File: config.mk
export PLATFORM = sky130hd
export DESIGN_NAME = dshot_tx
export DESIGN_NICKNAME = d
export VERILOG_FILES = /design/src/rtl/dshot_pkg.sv /design/src/rtl/dshot_duty_calc.sv /design/src/rtl/dshot_slot_seq.sv /design/src/rtl/dshot_tx.sv
export SDC_FILE = /design/constraint.sdc
export NUM_CORES = 1
export LEC_CHECK = 0
export ABC_CLOCK_PERIOD_IN_PS = 13600
export BUFFER_PORTS_ARGS = -buffer_cell sky130_fd_sc_hd__buf_2
export CORE_MARGIN = 5
export CORE_UTILIZATION = 25
export CTS_CLUSTER_DIAMETER = 80
export DETAILED_ROUTE_END_ITERATION = 7
export PLACE_DENSITY = 0.39
export SLEW_MARGIN = 20
export SYNTH_ARGS = -nofsm -noshare
export SYNTH_HDL_FRONTEND = slang
export SYNTH_HIERARCHICAL = 1
export SYNTH_SLANG_ARGS = --single-unit
File: constraint.sdc
create_clock -name clk -period 13.6 [get_ports clk]
set_clock_uncertainty 0.05 [all_clocks]
set_input_delay 0 -clock clk [delete_from_list [all_inputs] [get_ports clk]]
set_output_delay 0 -clock clk [all_outputs]
set_load 0.05 [all_outputs]
File: src/rtl/dshot_pkg.sv
package dshot_pkg;
  localparam int FRAME_BITS = 16;
  localparam int TAIL_SLOTS = 4;
  localparam int SLOTS      = FRAME_BITS + TAIL_SLOTS;
  localparam int THR_W      = 11;
  localparam int FRAC_SHIFT = 10;
  localparam int ONE_NUM    = 767;
  localparam int ZERO_NUM   = 379;

  function automatic logic [FRAME_BITS-1:0] make_frame(
    input logic [THR_W-1:0] thr,
    input logic             tlm,
    input logic             inv
  );
    logic [FRAME_BITS-5:0] head;
    logic [3:0]            cs;
    head = {thr, tlm};
    cs   = head[11:8] ^ head[7:4] ^ head[3:0] ^ {4{inv}};
    return {head, cs};
  endfunction
endpackage

File: src/rtl/dshot_duty_calc.sv
module dshot_duty_calc #(
  parameter int PW         = 16,
  parameter int MAX_PERIOD = 1666
) (
  input  logic [PW-1:0] period_raw,
  output logic [PW-1:0] period_eff,
  output logic [PW-1:0] hi_one,
  output logic [PW-1:0] hi_zero
);
  import dshot_pkg::*;
  localparam int PROD_W = PW + FRAC_SHIFT;

  logic [PROD_W-1:0] prod_one, prod_zero;

  always_comb begin
    if (period_raw == '0)
      period_eff = PW'(1);
    else if (period_raw > PW'(MAX_PERIOD))
      period_eff = PW'(MAX_PERIOD);
    else
      period_eff = period_raw;
    prod_one  = PROD_W'(period_eff) * PROD_W'(ONE_NUM);
    prod_zero = PROD_W'(period_eff) * PROD_W'(ZERO_NUM);
    hi_one    = prod_one[PROD_W-1:FRAC_SHIFT];
    hi_zero   = prod_zero[PROD_W-1:FRAC_SHIFT];
  end
endmodule

File: src/rtl/dshot_slot_seq.sv
module dshot_slot_seq #(
  parameter int PW = 16,
  parameter int SW = $clog2(dshot_pkg::SLOTS)
) (
  input  logic          clk,
  input  logic          rst_n,
  input  logic          start,
  input  logic [PW-1:0] period,
  output logic          busy,
  output logic [SW-1:0] slot,
  output logic [PW-1:0] tick,
  output logic          done
);
  import dshot_pkg::*;

  always_ff @(posedge clk) begin
    if (!rst_n) begin
      busy <= 1'b0;
      slot <= '0;
      tick <= '0;
      done <= 1'b0;
    end else begin
      done <= 1'b0;
      if (!busy) begin
        if (start) begin
          busy <= 1'b1;
          slot <= '0;
          tick <= '0;
        end
      end else if (tick == period - PW'(1)) begin
        tick <= '0;
        if (slot == SW'(SLOTS-1)) begin
          busy <= 1'b0;
          done <= 1'b1;
        end else begin
          slot <= slot + SW'(1);
        end
      end else begin
        tick <= tick + PW'(1);
      end
    end
  end
endmodule

File: src/rtl/dshot_tx.sv
module dshot_tx #(
  parameter int CLK_HZ   = 250_000_000,
  parameter int MIN_RATE = 150_000,
  parameter int PW       = 16
) (
  input  logic                        clk,
  input  logic                        rst_n,
  input  logic                        cmd_valid,
  output logic                        cmd_ready,
  input  logic [dshot_pkg::THR_W-1:0] throttle,
  input  logic                        telem_req,
  input  logic                        bidir,
  input  logic [PW-1:0]               bit_period,
  output logic                        line_out,
  output logic                        frame_done
);
  import dshot_pkg::*;
  localparam int MAX_PERIOD = CLK_HZ / MIN_RATE;
  localparam int SW         = $clog2(SLOTS);
  localparam int BIW        = $clog2(FRAME_BITS);

  logic                  busy;
  logic [SW-1:0]         slot_idx;
  logic [PW-1:0]         tick;
  logic [PW-1:0]         per_eff, hi1_c, hi0_c;
  logic [PW-1:0]         per_q, hi1_q, hi0_q, hi_len;
  logic [FRAME_BITS-1:0] frame_q;
  logic                  inv_q, accept, data_slot, pulse;
  logic [BIW-1:0]        bidx;

  assign cmd_ready = !busy;
  assign accept    = cmd_valid && cmd_ready;

  dshot_duty_calc #(.PW(PW), .MAX_PERIOD(MAX_PERIOD)) u_duty (
    .period_raw (bit_period),
    .period_eff (per_eff),
    .hi_one     (hi1_c),
    .hi_zero    (hi0_c)
  );

  dshot_slot_seq #(.PW(PW), .SW(SW)) u_seq (
    .clk    (clk),
    .rst_n  (rst_n),
    .start  (accept),
    .period (per_q),
    .busy   (busy),
    .slot   (slot_idx),
    .tick   (tick),
    .done   (frame_done)
  );

  always_ff @(posedge clk) begin
    if (!rst_n) begin
      frame_q <= '0;
      per_q   <= PW'(1);
      hi1_q   <= '0;
      hi0_q   <= '0;
      inv_q   <= 1'b0;
    end else if (accept) begin
      frame_q <= make_frame(throttle, telem_req, bidir);
      per_q   <= per_eff;
      hi1_q   <= hi1_c;
      hi0_q   <= hi0_c;
      inv_q   <= bidir;
    end
  end

  always_comb begin
    data_slot = slot_idx < SW'(FRAME_BITS);
    bidx      = BIW'(FRAME_BITS-1) - slot_idx[BIW-1:0];
    if (!data_slot)
      hi_len = '0;
    else if (frame_q[bidx])
      hi_len = hi1_q;
    else
      hi_len = hi0_q;
    pulse    = busy && (tick < hi_len);
    line_out = busy ? (pulse ^ inv_q) : bidir;
  end
endmodule

# Yosys cells after proc, flatten, opt, wreduce, memory -nomap -nowiden

Index checks and enable logic that the tools add are counted.

Muxes and demuxes: 19
Bitwise gates (word level): 4
$add $sub $neg: 4
$lt $le $gt $ge: 4
Multipliers: 2
Eq/ne operators: 4
Reduce and logical (&&, ||, !) cells: 7

Operators by type and width:

| cell                     | count |
|---|---|
| $mux W16                 | 7 |
| $mul A16 B10 Y26 const B | 1 |
| $mul A16 B9 Y25 const B  | 1 |
| $mux W5                  | 4 |
| $add A16 B1 Y16 const B  | 1 |
| $eq A16 B16 Y1           | 1 |
| $gt A16 B11 Y1 const B   | 1 |
| $logic_not A16 Y1        | 1 |
| $lt A16 B16 Y1           | 1 |
| $sub A16 B1 Y16 const B  | 1 |
| $xor A4 B4 Y4            | 3 |
| $mux W1                  | 7 |
| $reduce_and A3 Y1        | 2 |
| $add A5 B1 Y5 const B    | 1 |
| $eq A5 B5 Y1 const B     | 1 |
| $lt A4 B5 Y1 const B     | 1 |
| $lt A5 B5 Y1 const B     | 1 |
| $bmux W1 S4              | 1 |
| $ne A2 B2 Y1 const B     | 2 |
| $sub A4 B4 Y4 const A    | 1 |
| $logic_and A1 B1 Y1      | 2 |
| $reduce_bool A2 Y1       | 1 |
| $logic_not A1 Y1         | 1 |
| $xor A1 B1 Y1            | 1 |

Input bits: 32
Flip-flop bits (word level): 87
Logic and storage cells: 53
Output and inout port bits: 3

# Depth between registers and ports, before layout

Gate-level depths: netlist of the first run.

Depth in word-level cells: 9
Mapped depth: 27

# Hierarchy

Netlist of the first run, hierarchy kept.

By module, submodules not included:

| module          | area an instance (sq um) | cells each | instances |
|---|---|---|---|
| dshot_duty_calc | 5,836.8                  | 657        | 1 |
| dshot_tx        | 3,347.0                  | 397        | 1 |
| dshot_slot_seq  | 1,765.4                  | 219        | 1 |

# Least setup slack after synthesis of the first run

OpenSTA, ideal clock, no wires.

Path type: input port to flip-flop
Start point: input port bit_period[4]
End point: register hi1_q[11]
Data arrival time: 5,981 ps
Data required time: 13,480 ps
Cell stages on the path: 27
Slack: 7,499 ps
Path buffers: 2
Cell sequence: buf_6 > or4_4 > a2111oi_2 > o21ba_2 > clkbuf_1 > nand2_1 > inv_1 > ha_1 > inv_1 > xnor2_1 > fa_1 > fa_1 > inv_1 > fa_1 > inv_1 > fa_1 > inv_1 > ha_1 > o21a_1 > o21ai_0 > nand2b_1 > a32oi_1 > o21bai_1 > a21oi_1 > xnor2_1 > nand2_1 > a21boi_1

Cells in the longest elaborated chain, start to end: 4
Elaborated cells between the ends (all ways): 5
Classes of those cells: 1 x mul; 1 x order compare; 2 x mux; 1 x reduce/logical

RTL lines:

| element              | RTL line              | text |
|---|---|---|
| start, declared      | dshot_tx.sv:13        | `input logic [PW-1:0] bit_period,` |
| $gt A16 B11 Y1       | dshot_duty_calc.sv:18 | `else if (period_raw > PW'(MAX_PERIOD))` |
| $mux W16             | dshot_duty_calc.sv:18 |  |
| $mux W16 (*)         | dshot_duty_calc.sv:16 | `if (period_raw == '0)` |
| net per_eff[6]       | dshot_tx.sv:25        | `logic [PW-1:0] per_eff, hi1_c, hi0_c;` |
| $mul A16 B10 Y26 (*) | dshot_duty_calc.sv:22 | `prod_one = PROD_W'(period_eff) * PROD_W'(ONE_NUM);` |
| net hi1_c[11]        | dshot_tx.sv:25        |  |
| end signal, assigned | dshot_tx.sv:62        | `hi1_q <= hi1_c;` |
| end, declared        | dshot_tx.sv:26        | `logic [PW-1:0] per_q, hi1_q, hi0_q, hi_len;` |

Mark *: on every way through the listed nets, which the timed path passes. The rest lies on a longest branch.
A chain may end at the register's enable or synchronous reset.

# Worst setup path after layout of the first run

Start point: input port bit_period[5]
End point: register hi1_q[11]

Cells in the longest elaborated chain, start to end: 4
Elaborated cells between the ends (all ways): 5
Classes of those cells: 1 x mul; 1 x order compare; 2 x mux; 1 x reduce/logical

RTL lines:

| element              | RTL line |
|---|---|
| $gt A16 B11 Y1       | dshot_duty_calc.sv:18 |
| $mux W16             | dshot_duty_calc.sv:18 |
| $mux W16 (*)         | dshot_duty_calc.sv:16 |
| $mul A16 B10 Y26 (*) | dshot_duty_calc.sv:22 |
| net hi1_c[11]        | dshot_tx.sv:25 |

Marks and branches as above.

==> results.ini, run 1 <==
[status]
status=complete, no violations

[timing]
rsz0062_at_grt=false
fmax_ghz=0.154
finalHoldViolCount=0
min_period_ns=6.49
finalSetupTns_ns=0
drv_slew=0
timing.final.crit_share_pct=47.7
slew_headroom_pct=37.9
tightestPinTransition_ns=0.928
hold_ws_ns=0.149
finalSetupViolCount=0

[synth]
ys_seq_area_share_pct=16.1
netlist_instances=1273
syn_area_um2=10900
synth_compound_area_share_pct=12.7
synth_xor_area_share_pct=6.48
muxShareOfSynthArea_pct=3.11
synth_adder_area_share_pct=34.9
synth_cell_types=80
avgSynthCellArea_um2=8.60
synth_top_family_by_area=adder cells
synthSimpleGateAreaFrac_pct=15.9
synth_edf_count=0
synth-seq-cells=88
synth_flop_cell=dfxtp_1
async_reset_ff_share_pct=0
synth-warning-count=6

[final_layout]
num_antenna_cells=0
seq_area_um2=1760
multi_input_area_um2=8170
fill_cells=4724
area_growth_pct=11.8
drive_above_1_share_pct=6.50
layout.nets=1602
layout.cells.non_filler=1924

[global_routing]
grt_max_degree=73
use_met3_pct=1.72
gr-total-overflow=0
grt_use_met1_pct=17.0
grt_usage_pct=12.2
antenna_found_initial=0
busiest_layer=met2
grt_use_met2_pct=20.6
grt_pass1_wl_um=46900
grt_pass1_vias=8591

[run]
maxCapViolations=0

[worst_setup_path]
reg2reg_depth=10
arrival_ns=6.72
r2r_setup_slack_ns=9.67
cp.required_ns=13.83
worstSetupStartpointType=input port
cp_slowest_stage_delay_ns=0.65
endpoint_kind=flop
timing.rr.start=per_q[0]
reg2reg_to=u_seq/tick[7]
path_class=in -> reg
slowest_stage=fa_1
path_max_fanout=6

[cts]
numCtsBuffers=9
cts_tree=built
cts_max_level=3
cts_setup_buffers=0
clk_latency_ns=0.35
cts.repair.resized=0
cts-root-buf=clkbuf_16
clk_pin_slew_ns=0.07
cts.sinks=88
cts_max_path_buffers=2

[hold_path]
holdPathEnd=per_q[4]
hp-start=bit_period[4]
min_path_type=in -> reg
whs_path_depth=4

[floorplanning]
io_pins=35
start_util_pct=25.4
die_h_um=219
rows=76
die_w_um=219
core_um2=43200
dieArea_um2=48100

[placed_design]
port_buffers=34
place_inst=1895
gp_congestion=0.839
dp_hpwl_um=23100

[detailed_routing]
num_vias=8298
first_iter_violations=287
via_per_inst=4.31
wl_per_cell_um=14.6
totalWireLength_um=28000
drc=0
ant_nets=0
drt_pass1_iterations=4

[power]
p_total_mw=1.52
power_density_nw_per_um2=124
leakagePower_nw=5.69
vdd_drop_max_v=0.0000721

worst max path at each step:
| stage | end | depth (start not counted) | startpoint |
|---|---|---|---|
| after floorplan | hi1_q[11] | 27 | bit_period[4] |
| after global placement | hi1_q[11] | 25 | bit_period[5] |
| after detailed placement | hi1_q[11] | 25 | bit_period[5] |
| after CTS | hi1_q[11] | 25 | bit_period[5] |
| after global routing | hi1_q[11] | 26 | bit_period[5] |
| final | hi1_q[11] | 26 | bit_period[5] |
area by class of cell:
cell class | instances | area share, %
clock buffer | 9 | 1.84
clock inverter | 7 | 0.828
inverter | 241 | 7.39
multi-input combinational | 941 | 66.7
sequential | 88 | 14.4
tap | 585 | 5.98
timing repair buffer | 53 | 2.82
cell usage after synthesis, types with 4 or more instances:
cell,n,area (µm²)
o21ai_0,18,90.1
a21boi_1,52,390
a21boi_0,13,97.6
o211a_1,5,50.1
nand2b_1,5,31.3
clkbuf_1,27,101
xnor2_1,45,394
ha_1,121,1510
and4_1,6,52.6
and2_1,7,43.8
dfxtp_1,88,1760
buf_6,6,67.6
a21oi_1,34,170
buf_2,4,20.0
inv_1,239,897
o211ai_1,9,67.6
mux2i_1,25,250
or2_1,16,100
xor2_1,36,315
nor2_1,48,180
or4_1,6,45.0
and3_1,7,43.8
nand4_1,12,75.1
nand3b_1,5,37.5
or2_2,7,43.8
nand3_1,14,70.1
buf_4,6,45.0
nor4_1,6,37.5
or3_1,5,31.3
nand2_1,175,657
fa_1,115,2300
a21o_1,14,105
a31oi_1,10,62.6
nand4b_1,4,35.0
nor3_1,17,85.1
metal layers:
layer | part of all wire, % | vias to the layer above
li1 | - | 4192
met3 | 2.4 | 11
met2 | 48 | 61
met5 | 0 | -
met1 | 49 | 4034
met4 | 0.54 | 0
sequential cells by signal (all words and copies together) (netlist names):
| signal | cells |
|---|---|
| frame_q | 16 |
| hi0_q | 16 |
| hi1_q | 16 |
| inv_q | 1 |
| per_q | 16 |
| u_seq/busy | 1 |
| u_seq/done | 1 |
| u_seq/slot | 5 |
| u_seq/tick | 16 |
what timing repair did:
action,4_1_cts,5_1_grt
endpoints found under the hold margin,13,0
endpoints found under the setup margin,0,0
hold buffers,13,0
logic make-up (layout without fill, tap and decap cells):
kind of cell               Yosys count  after routing
AOI/OAI and AO/OA                  190            190
xor gates and xnor gates            81             81
adders and majority gates          236            236
buffers and inverters              287            310
DFF                                 88             88
muxes                               30             30
other                                2             45
and+or+nand+nor                    359            359
power breakdown:
group | internal (mW) | leakage [nW] | switching, mW | total [mW]
combinational | 0.401 | 4.81 | 0.525 | 0.926
sequential | 0.293 | 0.719 | 0.0204 | 0.313
clock | 0.164 | 0.158 | 0.117 | 0.281
metrics by stage:
stage / cell area (µm²) / setup WS [ns] / util (%)
floorplan: 11100 / 7.50 / -
global placement: 11800 / 6.65 / 27.3
detailed placement: 11800 / 6.47 / 27.3
CTS: 12200 / 6.83 / 28.3
global route: 12200 / 6.63 / 28.4
finish: 12200 / 7.11 / 28.4
worst max-delay path: cells and delay by family:
kind                     cells  cell delay [ns]
AO/OA/AOI/OAI                6             1.40
XOR/XNOR                     1             0.13
adder cells (fa/ha/maj)      6             3.01
buffers and inverters        6             0.44
AND/OR/NAND/NOR              7             1.72
placed cells by master, fill, tap and decap left out, types with 25 or more instances in the layout:
master / netlist / routed
conb_1: 2 / 45
inv_1: 239 / 239
xnor2_1: 45 / 45
dfxtp_1: 88 / 88
buf_2: 4 / 34
nand2_1: 175 / 174
a21oi_1: 34 / 34
mux2i_1: 25 / 25
xor2_1: 36 / 36
ha_1: 121 / 121
nor2_1: 48 / 48
fa_1: 115 / 115
a21boi_1: 52 / 52
Power figures use the tool's default switching activity.
==> inputs of run 2 (changes only) <==
--- a/config.mk
+++ b/config.mk
@@ -5,7 +5,7 @@
 export SDC_FILE = /design/constraint.sdc
 export NUM_CORES = 1
 export LEC_CHECK = 0
-export ABC_CLOCK_PERIOD_IN_PS = 13600
+export ABC_CLOCK_PERIOD_IN_PS = 6600
 export BUFFER_PORTS_ARGS = -buffer_cell sky130_fd_sc_hd__buf_2
 export CORE_MARGIN = 5
 export CORE_UTILIZATION = 25
==> constraint.sdc (replaced) <==
create_clock -name clk -period 6.6 [get_ports clk]
set_clock_uncertainty 0.05 [all_clocks]
set_input_delay 0 -clock clk [delete_from_list [all_inputs] [get_ports clk]]
set_output_delay 0 -clock clk [all_outputs]
set_load 0.05 [all_outputs]
==> results.ini, run 2 (synthesis gave the netlist of run 1 again) <==
[placed_design]
pre_cts_ws_ns=-0.0744  ; -6.55 ns
gp_congestion=0.807  ; -3.7%
port_buffers=34  ; unchanged
dp_hpwl_um=23100  ; -0.24%
place_area_um2=11900  ; +0.76%

[power]
leakagePower_nw=5.76  ; +1.2%
power_density_nw_per_um2=254  ; +100%
vdd_drop_max_v=0.000157  ; +120%

[cts]
numCtsBuffers=9  ; unchanged
cts_tree=built
cts_max_path_buffers=2  ; unchanged
clk_pin_slew_ns=0.07  ; about the same
cts_max_level=3  ; unchanged
cts.sinks=88  ; unchanged
clk_latency_ns=0.35  ; about the same
cts-root-buf=clkbuf_16

[timing]
drv_slew=0  ; unchanged
layout_setup_ws_ns=0.519  ; -6.59 ns
slew_headroom_pct=42.5  ; +4.6 points
fmax_ghz=0.164
finalHoldViolCount=0  ; unchanged
min_period_ns=6.08
timing.final.crit_share_pct=92.1
finalSetupViolCount=0  ; unchanged
tightestPinTransition_ns=0.844  ; -0.0833 ns
rsz0062_at_grt=false

[final_layout]
design_area_um2=12300  ; +0.84%
layout.nets=1615  ; +0.81%
area_growth_pct=12.7
layout_common_cells=239 x inv_1, 174 x nand2_1, 121 x ha_1, 115 x fa_1, 88 x dfxtp_1
final_common_cell=inv_1
num_antenna_cells=0  ; unchanged
drive_above_1_share_pct=7.47  ; +0.97 points

[status]
status=complete, no violations

[worst_setup_path]
arrival_ns=6.31  ; -0.41 ns
path_max_fanout=13  ; +7
cp.required_ns=6.83  ; -7.00 ns
worstSetupStartpointType=input port
path_class=in -> reg
endpoint_kind=flop

[floorplanning]
io_pins=35  ; unchanged
die_h_um=219  ; unchanged
rows=76  ; unchanged
start_util_pct=25.4  ; unchanged
dieArea_um2=48100  ; unchanged
core_um2=43200  ; unchanged
die_w_um=219  ; unchanged

[hold_path]
min_path_type=in -> reg

[run]
maxCapViolations=0  ; unchanged

[global_routing]
antenna_found_initial=0  ; unchanged
grt_max_degree=73  ; unchanged
grt_pass1_wl_um=47100  ; +0.48%
grt_pass1_vias=8798  ; +2.4%
gr-total-overflow=0  ; unchanged
grt_usage_pct=12.3  ; +0.095 points

[detailed_routing]
drt_pass1_iterations=4  ; unchanged
first_iter_violations=285  ; -0.70%
drc=0  ; unchanged
num_vias=8253  ; -0.54%
via_per_inst=4.26  ; -1.2%
totalWireLength_um=28100  ; +0.21%
wl_per_cell_um=14.5  ; -0.46%
ant_nets=0  ; unchanged

## run 2: cell count changes in the layout (fill, tap and decap cells not counted), moves of 2 or more
cell | previous run | this run
inv_6 | 2 | 0
clkbuf_8 | 0 | 2
clkinv_4 | 0 | 2
buf_4 | 6 | 19
## run 2: timing repair
item / CTS / global route
hold buffers: 13 / 0
setup buffers: 0 / 1
endpoints found under the hold margin: 13 / 0
endpoints found under the setup margin: 0 / 4
resized for setup: 0 / 3
## run 2: metal layers
metal  up-vias  wire [µm]  GRT usage, %
met2        54      13200          20.8
met4         0        276          2.34
met3        14        507          1.24
li1       4216          -             -
met1      3969      14000          17.0
met5         -          0             0
## run 2: power breakdown
part           total, mW  switching [mW]  internal, mW
Combinational       1.94            1.10         0.842
Sequential         0.644          0.0403         0.604
Clock              0.548           0.230         0.318
## run 2: metrics by stage
step	hold slack [ns]	setup TNS, ns	util (%)	std cells	power (mW)
after CTS	0.149	0	28.5	1936	3.10
after global placement	0.213	0	27.5	1907	2.52
final	0.140	0	28.6	1937	3.13
after global routing	0.181	0	28.6	1937	3.48
after floorplan	0.0848	0	-	1316	2.14
after detailed placement	0.220	-0.122	27.5	1907	2.52
## run 2: area by class of cell
class	instances	area [µm²]
fill	4746	30800
multi-input combinational	941	8190
sequential	88	1760
inverter	241	905
tap	585	732
timing repair buffer	66	443
clock buffer	11	253
clock inverter	5	63.8
## run 2: worst paths after layout
check / startpoint / end / slack (ns) / cells after the start
worst max-delay path: bit_period[5] / hi1_q[11] / 0.52 / 25
worst min-delay path: bit_period[4] / per_q[4] / 0.14 / 4
worst max register to register: per_q[0] / u_seq/tick[9] / 2.61 / 10
worst min register to register: hi1_q[14] / hi1_q[14] / 0.40 / 2
## run 2: worst max-delay path, stage by stage
cell,delay [ns]
buf_2,0.15
or4_4,0.56
a2111oi_2,0.39
o21ba_4,0.25
nand2_1,0.16
fa_1,0.61
inv_1,0.07
fa_1,0.54
inv_1,0.06
fa_1,0.48
inv_1,0.06
fa_1,0.52
inv_1,0.05
fa_1,0.49
inv_1,0.04
ha_1,0.20
a21o_1,0.20
nor4_1,0.23
o211ai_1,0.24
a32oi_2,0.34
o21bai_1,0.15
a21oi_1,0.19
xnor2_1,0.14
nand2_1,0.07
a21boi_1,0.14
==> inputs of run 3 (changes only) <==
--- a/config.mk
+++ b/config.mk
@@ -9,6 +9,7 @@
 export BUFFER_PORTS_ARGS = -buffer_cell sky130_fd_sc_hd__buf_2
 export CORE_MARGIN = 5
 export CORE_UTILIZATION = 25
+export CTS_BUF_LIST = sky130_fd_sc_hd__clkbuf_8
 export CTS_CLUSTER_DIAMETER = 80
 export DETAILED_ROUTE_END_ITERATION = 7
 export PLACE_DENSITY = 0.39
==> results.ini, run 3 (synthesis gave the netlist of run 1 again) <==
[status]
status=complete, no violations

[power]
p_sw_share_pct=45.2  ; +1.5 points
power_density_nw_per_um2=244  ; -3.8%
power.clock.fraction_pct=13.8  ; -3.7 points
vdd_drop_max_v=0.000158  ; +0.79%
p_int_mw=1.63  ; -7.3%
combPwrFrac_pct=64.6  ; +2.7 points
seq_power_share_pct=21.6  ; +1.0 points
leakagePower_nw=5.71  ; -0.89%
p_total_mw=2.98  ; -4.7%
p_sw_mw=1.35  ; -1.5%

[final_layout]
layout.cells.non_filler=1936  ; -0.052%
num_antenna_cells=0  ; unchanged
final_common_cell=inv_1
drive_above_1_share_pct=7.33  ; -0.14 points
layout_common_cells=239 x inv_1, 174 x nand2_1, 121 x ha_1, 115 x fa_1, 88 x dfxtp_1
fin_util_pct=28.3  ; -0.28 points
area_growth_pct=11.6
layout.nets=1614  ; -0.062%
design_area_um2=12200  ; -0.98%

[floorplanning]
die_h_um=219  ; unchanged
start_util_pct=25.4  ; unchanged
rows=76  ; unchanged
dieArea_um2=48100  ; unchanged
core_um2=43200  ; unchanged
die_w_um=219  ; unchanged
io_pins=35  ; unchanged

[cts]
cts.sinks=88  ; unchanged
clk_pin_slew_ns=0.09  ; +0.02 ns
cts-root-buf=clkbuf_8
numCtsBuffers=9  ; unchanged
clk_latency_ns=0.37  ; +0.02 ns
cts_max_path_buffers=2  ; unchanged
cts_max_level=3  ; unchanged
cts_tree=built

[detailed_routing]
via_per_inst=4.28  ; +0.38%
drt_pass1_iterations=5  ; +1
totalWireLength_um=28000  ; -0.34%
wl_per_cell_um=14.5  ; -0.29%
first_iter_violations=255  ; -11%
drc=0  ; unchanged
num_vias=8280  ; +0.33%
ant_nets=0  ; unchanged

[placed_design]
place_inst=1907  ; unchanged
gp_congestion=0.807  ; unchanged
place_area_um2=11900  ; unchanged
dp_hpwl_um=23100  ; unchanged
port_buffers=34  ; unchanged

[timing]
timing.final.crit_share_pct=92.8  ; +0.70 points
slew_headroom_pct=42.5  ; about the same
fmax_ghz=0.163  ; -0.76%
finalSetupViolCount=0  ; unchanged
hold_ws_ns=0.121  ; -0.0189 ns
min_period_ns=6.13  ; +0.0463 ns
tightestPinTransition_ns=0.844  ; -0.0000337 ns
drv_slew=0  ; unchanged
rsz0062_at_grt=false
finalHoldViolCount=0  ; unchanged

[worst_setup_path]
slowest_stage=fa_1
crit_buf_inv=6  ; unchanged
arrival_ns=6.38  ; +0.07 ns
cpLargestDelayFamily=adder cells
cp_slowest_stage_delay_ns=0.60  ; about the same
worstSetupStartpointType=input port
path_max_fanout=6  ; -7
path_class=in -> reg
cp.required_ns=6.85  ; +0.02 ns
endpoint_kind=flop

[global_routing]
gr-total-overflow=0  ; unchanged
grt_max_degree=73  ; unchanged
grt_pass1_wl_um=47200  ; about the same
grt_pass1_vias=8801  ; +0.034%
grt_usage_pct=12.2  ; -0.015 points
antenna_found_initial=0  ; unchanged

[hold_path]
min_path_type=in -> reg

[run]
maxCapViolations=0  ; unchanged

-- run 3: power groups by stage --
stage               Clock [mW]  Sequential, mW  Combinational [mW]
floorplan                    0           0.644                1.49
global placement             0           0.656                1.87
detailed placement           0           0.658                1.87
CTS                      0.435           0.645                1.89
global route             0.458           0.654                2.23
finish                   0.411           0.643                1.93
-- run 3: timing repair --
| action | CTS | global route |
|---|---|---|
| resized for setup | 0 | 1 |
| hold buffers | 13 | 0 |
| hold endpoints to repair | 13 | 0 |
| buffers inserted | 0 | 0 |
| endpoints found under the setup margin | 0 | 2 |
-- run 3: worst paths after layout --
kind,depth (start not counted),from,endpoint,slack [ns]
worst max-delay path,26,bit_period[5],hi1_q[11],0.47
worst min-delay path,4,bit_period[4],per_q[4],0.12
worst max register to register,10,per_q[0],u_seq/tick[9],2.62
worst min register to register,2,hi1_q[14],hi1_q[14],0.41
-- run 3: through the flow --
stage | setup WS [ns] | TNS [ns]
2_1_floorplan | 0.499 | 0
3_3_place_gp | 0.0902 | 0
3_5_place_dp | -0.0744 | -0.122
4_1_cts | 0.336 | 0
5_1_grt | 0.00166 | 0
6_report | 0.473 | 0
-- run 3: layout make-up --
| class | instances | area, µm² |
|---|---|---|
| clock buffer | 11 | 151 |
| clock inverter | 5 | 63.8 |
| fill | 4763 | 30900 |
| inverter | 241 | 905 |
| multi-input combinational | 941 | 8170 |
| sequential | 88 | 1760 |
| tap | 585 | 732 |
| timing repair buffer | 65 | 435 |
-- run 3: worst register-to-register path: cells and delay by family (launching register included) --
family	cells	cell delay (ns)
compound gates	2	0.96
fa+ha+maj	1	0.23
buf+inv	2	0.35
flops	1	0.38
simple gates	5	1.90
-- run 3: layer usage --
layer	routed length, µm	global-route usage [%]	vias to the layer above	share of wire [%]
li1	-	-	4220	-
met1	14000	17.0	4006	50
met2	13300	20.9	46	47
met3	491	1.45	8	1.8
met4	191	1.90	0	0.68
met5	0	0	-	0
